## src/rtl/tim_psc_pkg.sv

```systemverilog
package tim_psc_pkg;

  // Low-bit mask that marks a tick boundary for a given exponent.
  function automatic int unsigned tick_mask(input int unsigned exp_sel);
    return (32'd1 << exp_sel) - 32'd1;
  endfunction

endpackage

```

## src/rtl/psc_counter.sv

```systemverilog
module psc_counter #(
  parameter int CNT_W = 7
) (
  input  logic             clk,
  input  logic             rst,
  input  logic             run,
  output logic [CNT_W-1:0] cnt_q,
  output logic [CNT_W-1:0] cnt_inc,
  output logic             wrap
);

  assign cnt_inc = cnt_q + CNT_W'(1);
  assign wrap    = run && (cnt_inc == '0);

  always_ff @(posedge clk) begin
    if (rst || !run) cnt_q <= '0;
    else             cnt_q <= cnt_inc;
  end


  hold_zero_chk: assert property (@(posedge clk) disable iff (rst)
    !run |=> (cnt_q == '0));


  advance_chk: assert property (@(posedge clk) disable iff (rst)
    run |=> (cnt_q == CNT_W'($past(cnt_q) + CNT_W'(1))));

endmodule

```

## src/rtl/psc_select.sv

```systemverilog
module psc_select #(
  parameter int SEL_W = 3
) (
  input  logic             clk,
  input  logic             rst,
  input  logic             run,
  input  logic             wr,
  input  logic [SEL_W-1:0] wr_sel,
  input  logic             wrap,
  output logic [SEL_W-1:0] act_sel
);

  logic [SEL_W-1:0] pend_q;
  logic [SEL_W-1:0] pend_nxt;
  logic             apply;

  // A write in the same cycle as the apply point is taken along.
  assign pend_nxt = wr ? wr_sel : pend_q;
  assign apply    = !run || wrap;

  always_ff @(posedge clk) begin
    if (rst) begin
      pend_q  <= '0;
      act_sel <= '0;
    end else begin
      pend_q <= pend_nxt;
      if (apply) act_sel <= pend_nxt;
    end
  end


  last_write_chk: assert property (@(posedge clk) disable iff (rst)
    wr |=> (pend_q == $past(wr_sel)));


  hold_active_chk: assert property (@(posedge clk) disable iff (rst)
    (run && !wrap) |=> $stable(act_sel));

endmodule

```

## src/rtl/psc_tick.sv

```systemverilog
module psc_tick
  import tim_psc_pkg::*;
#(
  parameter int SEL_W = 3,
  parameter int CNT_W = 7
) (
  input  logic             clk,
  input  logic             rst,
  input  logic             run,
  input  logic [CNT_W-1:0] cnt_inc,
  input  logic [SEL_W-1:0] act_sel,
  output logic             tick
);

  logic [CNT_W-1:0] mask;
  logic             hit;

  assign mask = CNT_W'(tick_mask(32'(act_sel)));
  assign hit  = run && ((cnt_inc & mask) == '0);

  always_ff @(posedge clk) begin
    if (rst) tick <= 1'b0;
    else     tick <= hit;
  end


  idle_quiet_chk: assert property (@(posedge clk) disable iff (rst)
    !run |=> !tick);


  single_pulse_chk: assert property (@(posedge clk) disable iff (rst)
    (tick && act_sel != '0) |=> !tick);

endmodule

```

## src/rtl/tim_prescaler.sv

```systemverilog
module tim_prescaler #(
  parameter int SEL_W = 3,
  localparam int CNT_W = (1 << SEL_W) - 1
) (
  input  logic             clk,
  input  logic             rst,
  input  logic             en,
  input  logic             sel_wr,
  input  logic [SEL_W-1:0] sel_in,
  output logic             tick
);

  logic [CNT_W-1:0] cnt_q;
  logic [CNT_W-1:0] cnt_inc;
  logic             wrap;
  logic [SEL_W-1:0] act_sel;

  psc_counter #(.CNT_W(CNT_W)) u_cnt (
    .clk     (clk),
    .rst     (rst),
    .run     (en),
    .cnt_q   (cnt_q),
    .cnt_inc (cnt_inc),
    .wrap    (wrap)
  );

  psc_select #(.SEL_W(SEL_W)) u_sel (
    .clk     (clk),
    .rst     (rst),
    .run     (en),
    .wr      (sel_wr),
    .wr_sel  (sel_in),
    .wrap    (wrap),
    .act_sel (act_sel)
  );

  psc_tick #(.SEL_W(SEL_W), .CNT_W(CNT_W)) u_tick (
    .clk     (clk),
    .rst     (rst),
    .run     (en),
    .cnt_inc (cnt_inc),
    .act_sel (act_sel),
    .tick    (tick)
  );


  reset_state_chk: assert property (@(posedge clk)
    rst |=> (cnt_q == '0 && act_sel == '0 && !tick));


  switch_at_zero_chk: assert property (@(posedge clk) disable iff (rst)
    !$stable(act_sel) |-> (cnt_q == '0));


  idle_apply_chk: assert property (@(posedge clk) disable iff (rst)
    (!en && sel_wr) |=> (act_sel == $past(sel_in)));

endmodule

```

## config.mk

```make
export PLATFORM = sky130hd
export DESIGN_NAME = tim_prescaler
export DESIGN_NICKNAME = d
export VERILOG_FILES = /design/src/rtl/tim_psc_pkg.sv /design/src/rtl/psc_counter.sv /design/src/rtl/psc_select.sv /design/src/rtl/psc_tick.sv /design/src/rtl/tim_prescaler.sv
export SDC_FILE = /design/constraint.sdc
export NUM_CORES = 1
export LEC_CHECK = 0
export ABC_AREA = 1
export BUFFER_PORTS_ARGS = -buffer_cell sky130_fd_sc_hd__buf_2
export CORE_UTILIZATION = 40
export CTS_BUF_LIST = sky130_fd_sc_hd__clkbuf_2
export DETAILED_ROUTE_END_ITERATION = 12
export PLACE_DENSITY = 0.59
export SYNTH_ARGS = -nofsm -noshare
export SYNTH_HDL_FRONTEND = slang
export SYNTH_SLANG_ARGS = --single-unit
```

## constraint.sdc

```tcl
create_clock -name clk -period 1.2 [get_ports clk]
set_input_delay 0.06 -clock clk [delete_from_list [all_inputs] [get_ports clk]]
set_output_delay 0.06 -clock clk [all_outputs]
set_load 0.02 [all_outputs]
```

==> results.cfg <==
[grt]
grt_max_degree = 9
grt_pass1_wl_um = 2580
use_met3 = 0.0750
grtUsageTotal = 0.188
met1_usage = 0.193
antenna_found_initial = 0
grt-ovfl-total = 0
top_usage_layer = met2
use_met2 = 0.346
grt_pass1_vias = 662

[setup_path]
crit_path_max_incr_delay_ns = 0.39
critPathTopFamily = simple AND/OR/NAND/NOR gates
critPathKind = reg -> reg
end_kind = flip-flop
arrival_ns = 1.61
worstPathRequired_ns = 1.40
slowest_stage = dfxtp_4
startpoint_type = flip-flop
cp_cell_sequence = ha_4, nand3_4, o21ai_4, nand2_2, nor2_4, nand2_4, a21oi_2, nor2_1
critPathMaxFanout = 6
rrSetupSlack_ns = -0.22
path_buf_inv = 0

[finish]
finalInstanceArea_um2 = 947
instances_no_fill = 142
nets = 136
drive_gt1_frac = 0.357
diodes = 0
area_growth_pct = 35.2

[floorplan]
start_util = 0.444
num_rows = 14
ioPinCount = 8
core_um2 = 1580
die_w_um = 43.9
dieArea_um2 = 1920
die_h_um = 43.9

[run_status]
status = complete, but fails checks
violations = setup timing

[logic_synthesis]
synthSimpleGateAreaFrac = 0.311
synth_top_family_by_area = simple AND/OR/NAND/NOR gates
synth_seq_cells = 14
muxShareOfSynthArea = 0
synth.net_count = 111
ys_warn_count = 0
netlist_area_um2 = 701
synthAdderAreaFrac = 0.0357
seq_area_frac_synth = 0.400
synthXorXnorAreaFrac = 0
avgSynthCellArea_um2 = 6.87
synth_compound_area_frac = 0.141
synthCells = 102
synth_cell_type_count = 17

[placed_design]
gp_congestion = 0.810
portBuffers = 7
placed_cell_area_um2 = 847
dpl.hpwl_um = 1070
dp_cells = 133

[routing]
via_count = 671
drc = 0
antenna_left = 0
via_per_inst = 4.73
drt-initial-drc-count = 5
post_drt_wl_per_cell_um = 10.0
finalWirelength_um = 1420
dr.pass1.iters = 4

[sta]
rsz0062_at_grt = true
final.setup_skew_ns = 0.000805
hold_viol = 0
relSlewSlack = 0.879
period_share = 1.18
slew_violations = 0
worstMarginPinSlew_ns = 0.181
worst_slack_ns = -0.218
setup_viol = 4
max_freq_mhz = 705
period_needed_ns = 1.42

[hold_path]
hold_class = in -> reg

[power]
powerDensity_nw_per_um2 = 897
ir_drop_mv = 0.651
power.total_w = 0.000850
power_leakage_nw = 0.448

[clock_tree]
cts_buffers = 3
cts_buffer_depth = 2
ctsRootBufferMaster = clkbuf_2
clk_latency_ns = 0.28
htree_levels = 1
cts_tree = built
clock-sinks = 14
cts.clk_slew.worst_paths_ns = 0.13

[flow_run]
drv_cap = 0
## path summary, 6_finish.rpt
check,to,startpoint,cells past startpoint
worst min-delay path,u_sel.pend_q[1],sel_in[1],5
worst max register to register,u_sel.act_sel[1],u_cnt.cnt_q[0],8
worst max-delay path,u_sel.act_sel[1],u_cnt.cnt_q[0],8
worst min register to register,u_cnt.cnt_q[0],u_cnt.cnt_q[0],1
## state kept, by name, indices dropped and copies added (netlist names)
name and count:
u_sel.act_sel 3, u_sel.pend_q 3, u_cnt.cnt_q 7, u_tick.tick 1
## metal layers
layer	vias up	routed length, um
met4	0	24
met5	-	0
met2	13	733
li1	365	-
met3	4	66
met1	289	596
## stage by stage
step / util / setup WS (ns) / hold slack (ns) / TNS (ns)
2_1_floorplan: - / -0.0609 / 0.132 / -0.164
3_3_place_gp: 0.537 / -0.171 / 0.287 / -0.604
3_5_place_dp: 0.537 / -0.186 / 0.288 / -0.616
4_1_cts: 0.575 / -0.171 / 0.0685 / -0.615
5_1_grt: 0.601 / -0.302 / 0.105 / -1.19
6_report: 0.601 / -0.218 / 0.0847 / -0.796
## synthesized netlist by cell type (all sizes together)
library cell,instances,area [um^2]
a21oi,9,45.0
dfxtp,14,280
ha,2,25.0
inv,21,78.8
nand2,22,90.1
nand3,10,60.1
nand4,1,6.26
nor2,15,61.3
o2111ai,1,8.76
o21ai,6,33.8
o21bai,1,11.3
## what timing repair did
action                                 in CTS  in global routing
setup endpoints to repair                   4                  4
setup buffers                               3                  1
pin swaps                                   5                  5
gates resized for setup                     3                  7
hold buffers                                1                  0
endpoints found under the hold margin       3                  0
## report_power, final
group	total [W]	internal, W	leakage [nW]	switching, W
clock	0.000243	0.0000883	0.0166	0.000154
sequential	0.000499	0.000485	0.117	0.0000148
combinational	0.000107	0.0000489	0.315	0.0000585
total	0.000850	0.000622	0.448	0.000228
## worst reg2reg max path: cells and delay by family (launching register included)
family                     cells  cell delay [ns]
adders and majority gates      1             0.16
DFF                            1             0.39
and+or+nand+nor                5             0.47
AOI/OAI and AO/OA              2             0.30
## area by class of cell
| type | instances | area [um^2] |
|---|---|---|
| Clock buffer | 4 | 20.0 |
| Tap cell | 16 | 20.0 |
| Sequential cell | 14 | 288 |
| Fill cell | 155 | 629 |
| Inverter | 21 | 78.8 |
| Timing Repair Buffer | 20 | 135 |
| Multi-Input combinational cell | 67 | 405 |
## kinds of logic (layout without fill, tap and decap cells)
family	count (synthesis)	in the layout
and+or+nand+nor	48	48
AOI/OAI and AO/OA	17	17
DFF	14	14
adders and majority gates	2	2
buffers and inverters	21	45
## cells in the final DEF, fill, tap and decap left out
cell type / instances
inv_1: 20
nand2_1: 17
nor2_1: 13
buf_4: 12
dfxtp_1: 10
buf_2: 7
a21oi_1: 6
nand3_1: 6
nand2_2: 4
clkbuf_2: 4
o21ai_1: 3
nand3_2: 3
a21oi_2: 3
dfxtp_2: 3
o21ai_0: 2
nand3_4: 1
o21ai_4: 1
inv_2: 1
nand4_1: 1
nor2_4: 1
o21bai_2: 1
nor2_2: 1
nand2_4: 1
o2111ai_1: 1
ha_4: 1
ha_1: 1
dlygate4sd3_1: 1
dfxtp_4: 1
No activity file was read; power rests on OpenSTA's default activity.
